$ cat src/rtl/hsc_pkg.sv
package hsc_pkg;
   typedef enum logic [1:0] {
      HS_OFF   = 2'd0,
      HS_INIT  = 2'd1,
      HS_WATCH = 2'd2,
      HS_LINK  = 2'd3
   } hs_state_e;
endpackage

$ cat src/rtl/hsc_sync.sv
module hsc_sync #(
   parameter int W      = 4,
   parameter int STAGES = 2
) (
   input  logic         clk,
   input  logic         rst_n,
   input  logic [W-1:0] d,
   output logic [W-1:0] q
);
   if (STAGES < 2) begin : g_bad_stages
      $error("hsc_sync: STAGES must be at least 2");
   end
   if (W < 1) begin : g_bad_width
      $error("hsc_sync: W must be at least 1");
   end

   logic [W-1:0] pipe [STAGES];

   for (genvar i = 0; i < STAGES; i++) begin : g_stage
      always_ff @(posedge clk) begin
         if (!rst_n)      pipe[i] <= '1;
         else if (i == 0) pipe[i] <= d;
         else             pipe[i] <= pipe[(i == 0) ? 0 : i-1];
      end
   end

   assign q = pipe[STAGES-1];
endmodule

$ cat src/rtl/hsc_stop_det.sv
module hsc_stop_det #(
   parameter bit STOP_FAST = 1'b1
) (
   input  logic clk,
   input  logic rst_n,
   input  logic sda,
   input  logic scl,
   output logic stop_hit
);
   logic sda_prev, scl_prev;

   always_ff @(posedge clk) begin
      if (!rst_n) begin
         sda_prev <= 1'b1;
         scl_prev <= 1'b1;
      end else begin
         sda_prev <= sda;
         scl_prev <= scl;
      end
   end

   if (STOP_FAST) begin : g_stop
      assign stop_hit = sda & ~sda_prev & scl & scl_prev;
   end else begin : g_no_stop
      assign stop_hit = 1'b0 & sda & sda_prev & scl & scl_prev;
   end
endmodule

$ cat src/rtl/hsc_idle_timer.sv
module hsc_idle_timer #(
   parameter int IDLE_CYCLES = 26250
) (
   input  logic clk,
   input  logic rst_n,
   input  logic arm,
   input  logic bus_high,
   output logic idle_done
);
   localparam int CW = $clog2(IDLE_CYCLES + 1);
   localparam logic [CW-1:0] LIMIT = CW'(IDLE_CYCLES);

   if (IDLE_CYCLES < 2) begin : g_bad_idle
      $error("hsc_idle_timer: IDLE_CYCLES must be at least 2");
   end

   logic [CW-1:0] cnt_q;

   always_ff @(posedge clk) begin
      if (!rst_n)                 cnt_q <= '0;
      else if (!arm || !bus_high) cnt_q <= '0;
      else if (cnt_q != LIMIT)    cnt_q <= cnt_q + 1'b1;
   end

   assign idle_done = (cnt_q == LIMIT);
endmodule

$ cat src/rtl/hotswap_link_ctrl.sv
module hotswap_link_ctrl #(
   parameter int SYNC_STAGES = 2,
   parameter int INIT_CYCLES = 256,
   parameter int IDLE_CYCLES = 26250,
   parameter bit STOP_FAST   = 1'b1
) (
   input  logic clk,
   input  logic rst_n,
   input  logic en,
   input  logic pwr_a_ok,
   input  logic pwr_b_ok,
   input  logic sda_a_in,
   input  logic scl_a_in,
   input  logic sda_b_in,
   input  logic scl_b_in,
   output logic connect_o
);
   import hsc_pkg::*;

   localparam int ICW = (INIT_CYCLES > 2) ? $clog2(INIT_CYCLES) : 1;
   localparam logic [ICW-1:0] INIT_LAST = ICW'(INIT_CYCLES - 1);

   if (INIT_CYCLES < 2) begin : g_bad_init
      $error("hotswap_link_ctrl: INIT_CYCLES must be at least 2");
   end

   // bit 3 A-SDA, bit 2 A-SCL, bit 1 B-SDA, bit 0 B-SCL
   logic [3:0] lines_s;
   logic       all_high, stop_hit, idle_done, live;
   hs_state_e  state_q, state_d;
   logic [ICW-1:0] init_cnt_q;

   hsc_sync #(.W(4), .STAGES(SYNC_STAGES)) u_sync (
      .clk   (clk),
      .rst_n (rst_n),
      .d     ({sda_a_in, scl_a_in, sda_b_in, scl_b_in}),
      .q     (lines_s)
   );

   hsc_stop_det #(.STOP_FAST(STOP_FAST)) u_stop (
      .clk      (clk),
      .rst_n    (rst_n),
      .sda      (lines_s[3]),
      .scl      (lines_s[2]),
      .stop_hit (stop_hit)
   );

   assign all_high = &lines_s;
   assign live     = en & pwr_a_ok & pwr_b_ok;

   hsc_idle_timer #(.IDLE_CYCLES(IDLE_CYCLES)) u_idle (
      .clk       (clk),
      .rst_n     (rst_n),
      .arm       (state_q == HS_WATCH),
      .bus_high  (all_high),
      .idle_done (idle_done)
   );

   always_comb begin
      state_d = state_q;
      if (!live) begin
         state_d = HS_OFF;
      end else begin
         unique case (state_q)
            HS_OFF:   state_d = HS_INIT;
            HS_INIT:  if (init_cnt_q == INIT_LAST) state_d = HS_WATCH;
            HS_WATCH: if (all_high && (stop_hit || idle_done)) state_d = HS_LINK;
            HS_LINK:  state_d = HS_LINK;
            default:  state_d = HS_OFF;
         endcase
      end
   end

   always_ff @(posedge clk) begin
      if (!rst_n) begin
         state_q    <= HS_OFF;
         init_cnt_q <= '0;
      end else begin
         state_q    <= state_d;
         init_cnt_q <= (state_q == HS_INIT) ? init_cnt_q + 1'b1 : '0;
      end
   end

   // enable and supply gate the output directly so a drop disconnects at once
   assign connect_o = (state_q == HS_LINK) & live;
endmodule

$ cat config.mk
export PLATFORM = sky130hd
export DESIGN_NAME = hotswap_link_ctrl
export DESIGN_NICKNAME = d
export VERILOG_FILES = /design/src/rtl/hsc_pkg.sv /design/src/rtl/hsc_sync.sv /design/src/rtl/hsc_stop_det.sv /design/src/rtl/hsc_idle_timer.sv /design/src/rtl/hotswap_link_ctrl.sv
export SDC_FILE = /design/constraint.sdc
export NUM_CORES = 1
export LEC_CHECK = 0
export BUFFER_PORTS_ARGS = -buffer_cell sky130_fd_sc_hd__buf_2
export CAP_MARGIN = 20
export CORE_ASPECT_RATIO = 1.5
export CORE_MARGIN = 8
export CORE_UTILIZATION = 40
export DETAILED_ROUTE_END_ITERATION = 8
export GPL_TIMING_DRIVEN = 0
export PLACE_DENSITY = 0.55
export SYNTH_ARGS = -nofsm -noshare
export SYNTH_HDL_FRONTEND = slang
export SYNTH_HIERARCHICAL = 1
export SYNTH_SLANG_ARGS = --single-unit
export TNS_END_PERCENT = 100
$ cat constraint.sdc
create_clock -name clk -period 2.4 [get_ports clk]
set_input_delay 0.24 -clock clk [delete_from_list [all_inputs] [get_ports clk]]
set_output_delay 0.24 -clock clk [all_outputs]
set_load 0.05 [all_outputs]
# --- Yosys cells after proc, flatten, opt, wreduce, memory -nomap -nowiden ---
# Memories as Yosys holds them, arrays and structs flattened.
# Cells that the tools add are included.
classes:
  n_mux: 7
  n_reduce_logical: 11
  add_sub_neg: 2
  bitwise_logic: 10
  eq_ne: 8
op_table:
  columns: ["cell", "count"]
  rows:
  - ["$add A15 B1 Y15 const B", 1]
  - ["$eq A15 B15 Y1 const B", 1]
  - ["$ne A15 B15 Y1 const B", 1]
  - ["$add A8 B1 Y8 const B", 1]
  - ["$eq A8 B8 Y1 const B", 1]
  - ["$mux W4", 2]
  - ["$pmux W2 S4", 1]
  - ["$and A1 B1 Y1", 6]
  - ["$reduce_and A2 Y1", 3]
  - ["$eq A2 B2 Y1 const B", 2]
  - ["$mux W2", 2]
  - ["$ne A2 B2 Y1 const B", 2]
  - ["$reduce_and A4 Y1", 1]
  - ["$eq A2 B1 Y1 const B", 1]
  - ["$logic_not A1 Y1", 2]
  - ["$logic_not A2 Y1", 1]
  - ["$logic_or A1 B1 Y1", 2]
  - ["$mux W1", 2]
  - ["$not A1 Y1", 2]
  - ["$or A1 B1 Y1", 2]
  - ["$reduce_or A2 Y1", 1]
  - ["$logic_and A1 B1 Y1", 1]
word_totals:
  ram_bits: 8
  out_inout_bits: 1
  memories: 1
  wordCells: 44
  regBits: 27
mem_list:
  columns: ["memory", "words", "word_bits", "rd", "rd_clocked_by_memory_dff", "write_ports", "line_no", "source"]
  rows:
  - ["u_sync.pipe", 2, 4, 2, 0, 2, "hsc_sync.sv:17", "logic [W-1:0] pipe [STAGES];"]

# --- Logic depth before layout (Yosys ltp) ---
# Gate-level depths: netlist of run 1.
depth:
  ltp_word: 8
  depth_mapped: 6
  depth_no_buf: 6

# --- Hierarchy ---
# Netlist of run 1, hierarchy kept.
by_module_without_submodules:
  columns: ["mod", "cells_each", "seq_area_each_um2", "instances", "area_each_um2"]
  rows:
  - ["hsc_idle_timer", 87, 300.3, 1, 782.0]
  - ["hotswap_link_ctrl", 50, 200.2, 1, 431.7]
  - ["hsc_sync", 16, 160.2, 1, 210.2]
  - ["hsc_stop_det", 5, 40.0, 1, 62.6]

# --- Worst setup path before layout of run 1 ---
# OpenSTA, ideal clock, no wires.
synth_timing:
  kind: "register -> register"
  start: "reg u_idle.cnt_q[0]"
  end: "reg state_q[0]"
  slack_ns: 0.520
  setup_time_ns: 0.114
  stages_incl_launch_ff: 7
  period_less_slack_ns: 1.880
  t_arrival_ns: 1.766
  path_cell_list: "dfxtp_1 -> inv_1 -> ha_1 -> or4bb_1 -> nor4_4 -> o21ai_0 -> a2111oi_0"
synth_via:
  elab_chain_len: 5
synth_rtl:
  columns: ["item", "line_no", "source"]
  rows:
  - ["start: declaration", "hsc_idle_timer.sv:17", "logic [CW-1:0] cnt_q;"]
  - ["start signal: assignment", "hsc_idle_timer.sv:22", "else if (cnt_q != LIMIT) cnt_q <= cnt_q + 1'b1;"]
  - ["$eq A15 B15 Y1", "hsc_idle_timer.sv:25", "assign idle_done = (cnt_q == LIMIT);"]
  - ["net idle_done", "hotswap_link_ctrl.sv:29", "logic all_high, stop_hit, idle_done, live;"]
  - ["$logic_or A1 B1 Y1", "hotswap_link_ctrl.sv:67", "HS_WATCH: if (all_high && (stop_hit || idle_done)) state_d = HS_LINK;"]
  - ["$logic_and A1 B1 Y1", "hotswap_link_ctrl.sv:67", null]
  - ["$ne A2 B2 Y1 (no source line)", null, null]
  - ["$reduce_and A2 Y1 (no source line)", null, null]
  - ["end signal: assignment", "hotswap_link_ctrl.sv:79", "state_q <= state_d;"]
  - ["end: declaration", "hotswap_link_ctrl.sv:30", "hs_state_e state_q, state_d;"]
# The timed path passes the listed nets, and every way through them passes these cells.
# A chain may end at the register's enable or synchronous reset.

# --- Final worst setup path of run 1 ---
# Ends and elaborated chain as after synthesis.

==> results of run 1 <==
-- cell usage after synthesis (4+ instances only) --
master    number  area share [%]
xor2_1         4             2.4
dfxtp_1       35              47
nand2b_1      15             6.3
o31ai_1        4             2.0
mux2i_1        6             4.0
nand2_1       14             3.5
inv_1          6             1.5
or4_1          4             2.0
nor4_1         5             2.1
nand4_1        6             2.5
nor2_1        10             2.5
a21oi_1        8             2.7
nand3_1        9             3.0
o21ai_0        5             1.7
-- how the worst max path moves through the flow --
stage | start | end | slack [ns] | depth (start not counted)
after floorplan | u_idle/cnt_q[0] | state_q[0] | 0.52 | 6
after global placement | u_idle/cnt_q[0] | state_q[0] | 0.32 | 6
after detailed placement | u_idle/cnt_q[0] | state_q[0] | 0.18 | 6
after CTS | u_idle/cnt_q[0] | state_q[0] | 0.16 | 6
after global routing | u_idle/cnt_q[0] | state_q[0] | 0.09 | 6
final | u_idle/cnt_q[0] | state_q[0] | 0.23 | 6
-- registers in the layout (all words and copies together) (netlist names) --
signal / flops
u_sync/pipe: 8
u_stop/scl_prev: 1
u_idle/cnt_q: 15
u_stop/sda_prev: 1
init_cnt_q: 8
state_q: 2
-- worst reg2reg max path, delay by kind of cell, from the launching register on --
family / cells / cell delay, ns
compound gates: 2 / 0.59
fa+ha+maj: 1 / 0.16
buf+inv: 1 / 0.09
flops: 1 / 0.35
simple gates: 2 / 0.88
-- kinds of logic (layout without fill, tap and decap cells) --
group,after synthesis,in the layout,share of synthesized area (%)
flops,35,35,47.14
compound gates,22,22,9.007
simple gates,79,79,31.82
fa+ha+maj,3,3,2.526
xor+xnor,5,5,2.946
buf+inv,8,25,2.525
mux,6,6,4.041
-- where the power goes --
part	switching, mW	internal, mW	leakage (nW)	total [mW]
sequential	0.00265	0.588	0.284	0.591
combinational	0.00887	0.0104	0.205	0.0193
clock	0.224	0.207	0.0443	0.431
total	0.235	0.806	0.533	1.04
-- routing by layer --
metal,GRT usage (%),vias to the layer above,wire (µm)
met2,17.71,20,1422
met5,0,-,0
li1,-,605,-
met3,3.851,8,100
met1,10.56,536,1214
met4,6.399,0,74
-- layout make-up --
type | instances | share of cell area (%)
plain buffers | 2 | 0.8942
clock inverters | 3 | 1.490
clock buffers | 5 | 4.098
multi-input cells | 115 | 44.56
repair buffers | 9 | 2.683
flip-flops and latches | 35 | 41.73
well taps | 43 | 3.204
inverters | 6 | 1.341
-- cells in the final DEF (no fill, tap or decap), types with 3 or more instances in the layout --
cell type	count
dfxtp_1	35
nand2b_1	15
nand2_1	14
nor2_1	10
nand3_1	9
buf_2	9
a21oi_1	8
inv_1	6
nand4_1	6
mux2i_1	6
o21ai_0	5
clkbuf_8	5
nor4_1	5
xor2_1	4
o31ai_1	4
or4_1	4
or3_1	3
ha_1	3
==> results.yml, run 1 <==
clock_tree:
  numCtsBuffers: 5
  clkSinkCount: 35
  cts_resized: 0
  post_cts_buffers: 0
  cts_tree: "built"
  cts-htree-levels: 2
  clk_pin_slew_ns: 0.08
  cts_root_buf: "clkbuf_8"
  clockBufferDepth: 2
  clk_latency_ns: 0.29
  cts_hold_buffers: 0
detailed_routing:
  post_drt_wl_per_cell_um: 12.89
  drt-initial-drc-count: 53
  vias_per_cell: 5.362
  drtPass1Iterations: 4
  routed_wl_um: 2810
  vias: 1169
  drtAntennaViolNets: 0
  drcViolationCount: 0
global_route:
  grt-ovfl-total: 0
  grt_pass1_vias: 1167
  track_usage_pct: 10.56
  grt_max_degree: 15
  grt_pass1_wl_um: 4968
  antenna_found_initial: 0
cells_and_area:
  n_fill_cell: 344
  register_area_um2: 700.7
  layout-drive-gt1-share_pct: 13.14
  nets: 186
  fin_util_pct: 46.45
  diodes: 0
  multiInputGateArea_um2: 748.2
  syn2layout_area_growth_pct: 12.96
  final_cells: 218
  postLayoutCellArea_mm2: 0.001679
logic_synthesis:
  yosys_warnings: 6
  avgSynthCellArea_um2: 9.408
  synth.ff_latch_count: 35
  syn_inst: 158
  ys_seq_area_share_pct: 47.14
  synth_enable_flop_cells: 0
  synth_top_flop_cell: "dfxtp_1"
  ys_types: 34
  async_flop_share_pct: 0
  synthesis.nets: 170
  synthesis.area_mm2: 0.001486
timing:
  setup_viol_count_final: 0
  fin_crit_ns: 2.174
  whs_ns: 0.1256
  skew_ns: 0.006694
  worst_slack_ns: 0.2255
  rsz0062_at_grt: "false"
  fmax_mhz: 459.9
  finalHoldViolations: 0
  slew_headroom_pct: 74.04
  worst_pin_slew_ns: 0.3864
  period_share_pct: 90.60
  setup_tns_ns: 0
  slew_violations: 0
die:
  dieArea_mm2: 0.005963
  die_h_um: 90.66
  core_area_mm2: 0.003615
  io_pins: 10
  dieWidth_um: 65.78
  rows: 27
  start_util_pct: 41.12
setup_path:
  crit_family: "simple AND/OR/NAND/NOR gates"
  cp_num_buf_inv: 1
  end_kind: "register"
  reg2reg_to: "state_q[0]"
  r2r_cells: 6
  path_cells: "inv_1 -> ha_1 -> or4bb_1 -> nor4_4 -> o21ai_0 -> a2111oi_0"
  r2r_setup_slack_ns: 0.23
  crit_path_start_kind: "register"
  cp.required_ns: 2.57
  r2r_start: "u_idle/cnt_q[0]"
  critical-path-max-stage-delay_ns: 0.45
  critPathKind: "reg2reg"
  slowest_stage: "or4bb_1"
  cp.arrival_ns: 2.35
  worstPathMaxFanout: 5
worst_hold_path:
  min_to: "u_sync/pipe[0][0]"
  hold_start: "scl_b_in"
  hold_depth: 2
  min_path_type: "in2reg"
place:
  gp_congestion: 0.7457
  post-place-ws_ns: 0.1794
  port_buffers: 9
  placedCellCount: 210
  post_dp_cell_area_mm2: 0.001585
  hpwl_um: 2106
power:
  power.total_mw: 1.041
  peakVddDrop_uv: 485.9
  p_leak_nw: 0.5331
  pwr_density_cell_mw_per_mm2: 619.7
job:
  max-cap-violations: 0
outcome:
  status: "completed"
(Power assumes the default switching activity.)
==> run 2, diff against run 1 <==
--- a/config.mk
+++ b/config.mk
@@ -15,6 +15,5 @@
 export PLACE_DENSITY = 0.55
 export SYNTH_ARGS = -nofsm -noshare
 export SYNTH_HDL_FRONTEND = slang
-export SYNTH_HIERARCHICAL = 1
 export SYNTH_SLANG_ARGS = --single-unit
 export TNS_END_PERCENT = 100
==> results.yml, run 2 <==
setup_path:
  worstPathMaxFanout: 6
  end_kind: "register"
  cp.arrival_ns: 1.67
  crit_path_start_kind: "register"
  cp.required_ns: 2.55
  r2r_cells: 5
  critPathKind: "reg2reg"
clock_tree:
  cts_resized: 0
  clk_latency_ns: 0.28
  cts_tree: "built"
  post_cts_buffers: 0
  clkSinkCount: 35
  numCtsBuffers: 5
  cts-htree-levels: 2
  cts_hold_buffers: 0
  cts_root_buf: "clkbuf_8"
  clk_pin_slew_ns: 0.07
  clockBufferDepth: 2
timing:
  fin_crit_ns: 1.517
  fmax_mhz: 659.4
  setup_tns_ns: 0
  period_share_pct: 63.19
  slew_violations: 0
  rsz0062_at_grt: "false"
  finalHoldViolations: 0
  skew_ns: 0.004331
  worst_pin_slew_ns: 0.5392
  setup_viol_count_final: 0
  slew_headroom_pct: 64.05
logic_synthesis:
  ys_seq_area_share_pct: 48.19
  synthesis.area_mm2: 0.001454
  synthesis.nets: 162
  avgSynthCellArea_um2: 9.693
  synth_common_cells: "dfxtp_1 (35), nor2_1 (21), xnor2_1 (12), nand3_1 (11), nand2b_1 (10)"
  synth_enable_flop_cells: 0
  synth_top_flop_cell: "dfxtp_1"
  synth.ff_latch_count: 35
  post-synth-top-count-cell: "dfxtp_1"
  yosys_warnings: 0
  synth_top_cells_by_area: "dfxtp_1 (48%), xnor2_1 (7.2%), nor2_1 (5.4%)"
  syn_inst: 150
  synth_top_area_share_pct: 48.19
  async_flop_share_pct: 0
  synth_area_leader_cell: "dfxtp_1"
  ys_types: 30
cells_and_area:
  layout-drive-gt1-share_pct: 16.17
  final_cell_mix: "dfxtp_1 (35), nor2_1 (21), xnor2_1 (12)"
  diodes: 0
  top_register: "u_idle.cnt_q"
  final_common_cell: "dfxtp_1"
  postLayoutCellArea_mm2: 0.001670
  reg.largest.list: "u_idle.cnt_q (15), init_cnt_q (8), u_sync.pipe (8)"
  largest_reg_flops: 15
  syn2layout_area_growth_pct: 14.89
  n_fill_cell: 369
  nets: 178
die:
  dieWidth_um: 65.23
  start_util_pct: 40.60
  core_area_mm2: 0.003581
  die_h_um: 89.84
  io_pins: 10
  dieArea_mm2: 0.005860
  rows: 27
detailed_routing:
  drtAntennaViolNets: 0
  drt-initial-drc-count: 17
  vias: 1068
  routed_wl_um: 2563
  drcViolationCount: 0
  post_drt_wl_per_cell_um: 12.20
  vias_per_cell: 5.086
  drtPass1Iterations: 5
place:
  post_dp_cell_area_mm2: 0.001553
  gp_congestion: 0.7267
  port_buffers: 9
  hpwl_um: 1882
global_route:
  grt-ovfl-total: 0
  antenna_found_initial: 0
  track_usage_pct: 10.05
  grt_pass1_wl_um: 4712
  grt_pass1_vias: 1085
  grt_max_degree: 12
power:
  pwr_density_cell_mw_per_mm2: 686.8
  p_leak_nw: 0.5593
  peakVddDrop_uv: 515.6
job:
  max-cap-violations: 0
worst_hold_path:
  min_path_type: "in2reg"
  hold_depth: 2
outcome:
  status: "completed"
==> run 2: cell types whose count changed after synthesis, sizes merged, moves of 3 or more <==
| cell | previous run | this run |
|---|---|---|
| nor2 | 10 | 23 |
| nand2 | 14 | 3 |
| xnor2 | 1 | 12 |
| mux2i | 6 | 0 |
| a21oi | 8 | 3 |
| nand2b | 15 | 10 |
| o31ai | 4 | 0 |
| or4 | 4 | 0 |
| nor3 | 1 | 4 |
| nor4 | 6 | 3 |
| nor4b | 0 | 3 |
| o21ai | 5 | 2 |
| or3 | 5 | 2 |
==> run 2: through the flow <==
| step | util [%] | cells | setup slack [ns] | hold slack [ns] | total power [mW] |
|---|---|---|---|---|---|
| after floorplan | - | 150 | 1.063 | 0.3415 | 0.6143 |
| after global placement | 43.36 | 202 | 0.8740 | 0.3890 | 0.6234 |
| after detailed placement | 43.36 | 202 | 0.8870 | 0.3974 | 0.6247 |
| after CTS | 46.65 | 210 | 0.8786 | 0.1271 | 1.165 |
| after global routing | 46.65 | 210 | 0.7236 | 0.1293 | 1.193 |
| final | 46.65 | 210 | 0.8835 | 0.1382 | 1.147 |
==> run 2: power by group <==
part / internal, mW / switching (mW) / leakage, nW
Sequential: 0.588 / 0.00254 / 0.284
Combinational: 0.0110 / 0.00884 / 0.214
Clock: 0.336 / 0.201 / 0.0612
==> run 2: logic make-up (layout without fill, tap and decap cells) <==
kind of cell / after synthesis / after routing / share of synthesized area, %
AO/OA/AOI/OAI: 7 / 7 / 2.840
XOR/XNOR: 17 / 17 / 10.24
adder cells (fa/ha/maj): 3 / 3 / 2.582
buffers and inverters: 8 / 25 / 2.065
flip-flops: 35 / 35 / 48.19
AND/OR/NAND/NOR: 80 / 80 / 34.08
==> run 2: layout make-up <==
type / count / area, µm² / share of cell area (%)
multi-input cells: 107 / 723.2 / 43.30
flip-flops and latches: 35 / 700.7 / 41.95
clock buffers: 6 / 82.58 / 4.944
well taps: 43 / 53.80 / 3.221
repair buffers: 9 / 45.04 / 2.697
clock inverters: 2 / 35.03 / 2.097
inverters: 6 / 22.52 / 1.348
plain buffers: 2 / 7.507 / 0.4494
==> run 2: path summary, 6_finish.rpt <==
path	startpoint	end	slack, ns
max	u_idle.cnt_q[0]	u_idle.cnt_q[14]	0.88
min	sda_a_in	u_sync.pipe[0][3]	0.14
max reg2reg	u_idle.cnt_q[0]	u_idle.cnt_q[14]	0.88
min reg2reg	u_sync.pipe[0][3]	u_sync.pipe[1][3]	0.41
==> run 2: worst max-delay path, cell delays in order (launching register included) <==
cell and delay (ns):
dfxtp_1 0.42, ha_1 0.29, nand4_1 0.20, nor4_2 0.28
xnor2_1 0.15, nor2_1 0.05
==> run 2: metal layers <==
layer  vias to the layer above  global-route usage [%]  part of all wire (%)
met4                         0                   5.850                   2.4
met2                        15                   16.41                    50
li1                        546                       -                     -
met3                         7                   3.478                   3.3
met5                         -                       0                     0
met1                       500                   10.72                    44
==> run 3, diff against run 2 <==
==> constraint.sdc (replaced) <==
create_clock -name clk -period 1.6 [get_ports clk]
set_input_delay 0.16 -clock clk [delete_from_list [all_inputs] [get_ports clk]]
set_output_delay 0.16 -clock clk [all_outputs]
set_load 0.05 [all_outputs]
==> results.yml, run 3 (synthesized netlist as in run 2, its figures left out) <==
die:
  start_util_pct: 40.60
  rows: 27
  dieWidth_um: 65.23
  core_area_mm2: 0.003581
  die_h_um: 89.84
  dieArea_mm2: 0.005860
  io_pins: 10
setup_path:
  reg2reg_to: "u_idle.cnt_q[14]"
  worstPathMaxFanout: 6
  end_kind: "register"
  cp.required_ns: 1.75
  r2r_start: "u_idle.cnt_q[1]"
  cp.arrival_ns: 1.63
  r2r_cells: 5
  critical_path.startpoint: "u_idle.cnt_q[1]"
  crit_path_start_kind: "register"
  critPathKind: "reg2reg"
  r2r_setup_slack_ns: 0.12
timing:
  finalHoldViolations: 0
  whs_ns: 0.05837
  fmax_mhz: 676.3
  fin_crit_ns: 1.479
  setup_viol_count_final: 0
  skew_ns: 0.003663
  slew_violations: 0
  worst_pin_slew_ns: 0.5367
  slew_headroom_pct: 64.22
  period_share_pct: 92.41
cells_and_area:
  final_cells: 210
  syn2layout_area_growth_pct: 16.44
  layout-drive-gt1-share_pct: 17.37
  nets: 178
  largest_reg_flops: 15
  reg.largest.list: "u_idle.cnt_q (15), init_cnt_q (8), u_sync.pipe (8)"
  diodes: 0
  fin_util_pct: 47.27
  top_register: "u_idle.cnt_q"
  final_cell_mix: "dfxtp_1 (34), nor2_1 (21), xnor2_1 (12)"
  final_common_cell: "dfxtp_1"
place:
  hpwl_um: 1882
  port_buffers: 9
  placedCellCount: 202
  gp_congestion: 0.7267
clock_tree:
  clk_pin_slew_ns: 0.07
  clockBufferDepth: 2
  clk_latency_ns: 0.28
  post_cts_buffers: 0
  cts_tree: "built"
  cts_root_buf: "clkbuf_8"
  clkSinkCount: 35
  numCtsBuffers: 5
  cts-htree-levels: 2
global_route:
  grt-ovfl-total: 0
  grt_max_degree: 12
  antenna_found_initial: 0
  grt_use_met3_pct: 3.478
  grt_pass1_wl_um: 4712
  use_met1_pct: 10.72
  grtUsageMet2_pct: 16.41
  track_usage_pct: 10.05
  grt_pass1_vias: 1085
  gr-max-usage-layer: "met2"
outcome:
  status: "completed"
detailed_routing:
  post_drt_wl_per_cell_um: 12.28
  vias_per_cell: 5.024
  drcViolationCount: 0
  routed_wl_um: 2578
  drtAntennaViolNets: 0
  vias: 1055
  drtPass1Iterations: 4
  drt-initial-drc-count: 19
power:
  pwr_density_cell_mw_per_mm2: 1017
  peakVddDrop_uv: 773.7
  p_leak_nw: 0.5636
worst_hold_path:
  hold_start: "sda_a_in"
  min_path_type: "in2reg"
  min_to: "u_sync.pipe[0][3]"
  hold_depth: 2
job:
  max-cap-violations: 0
==> run 3: cell count changes in the layout (fill, tap and decap cells not counted) <==
cell,delta
dfxtp_1,-1
dfxtp_2,+1
ha_1,-1
ha_4,+1
nand4_2,-1
nand4_4,+1
==> run 3: final cells by class <==
cell class	instances	area, µm²
fillers	364	1888
multi-input cells	107	744.5
flip-flops and latches	35	701.9
clock buffers	6	82.58
well taps	43	53.80
repair buffers	9	45.04
clock inverters	2	35.03
inverters	6	22.52
plain buffers	2	7.507
==> run 3: metal layers <==
layer  wire length, µm  vias up
met5                 0        -
met4                61        0
met2              1304       15
li1                  -      543
met3                82        6
met1              1130      491
==> run 3: where the power goes <==
group	switching (mW)	leakage (nW)	internal [mW]
sequential	0.00381	0.285	0.883
clock	0.302	0.0612	0.504
combinational	0.0133	0.218	0.0165
==> run 3: per-stage QoR <==
step | area, µm² | power [mW] | worst slack, ns | TNS [ns]
after global placement | 1553 | 0.9351 | 0.07399 | 0
after CTS | 1670 | 1.748 | 0.07861 | 0
final | 1693 | 1.722 | 0.1214 | 0
after floorplan | 1454 | 0.9214 | 0.2629 | 0
after detailed placement | 1553 | 0.9370 | 0.08703 | 0
after global routing | 1693 | 1.790 | -0.007255 | -0.007255
==> run 3: critical path, stage by stage (launching register included) <==
cell     delay (ns)
dfxtp_1        0.43
ha_4           0.20
nand4_1        0.18
nor4_2         0.33
xnor2_1        0.15
nor2_1         0.05
==> run 3: repair_timing <==
item | in CTS | in global routing
setup endpoints to repair | 0 | 4
resized for setup | 0 | 4
hold buffers | 0 | 0
==> run 3: how the worst max path moves through the flow <==
stage | slack, ns | endpoint | depth (start not counted)
after global routing | -0.007 | u_idle.cnt_q[14] | 5
after global placement | 0.07 | u_idle.cnt_q[14] | 5
after CTS | 0.08 | u_idle.cnt_q[14] | 5
after detailed placement | 0.09 | u_idle.cnt_q[14] | 5
after floorplan | 0.26 | u_idle.cnt_q[14] | 5
final | 0.12 | u_idle.cnt_q[14] | 5
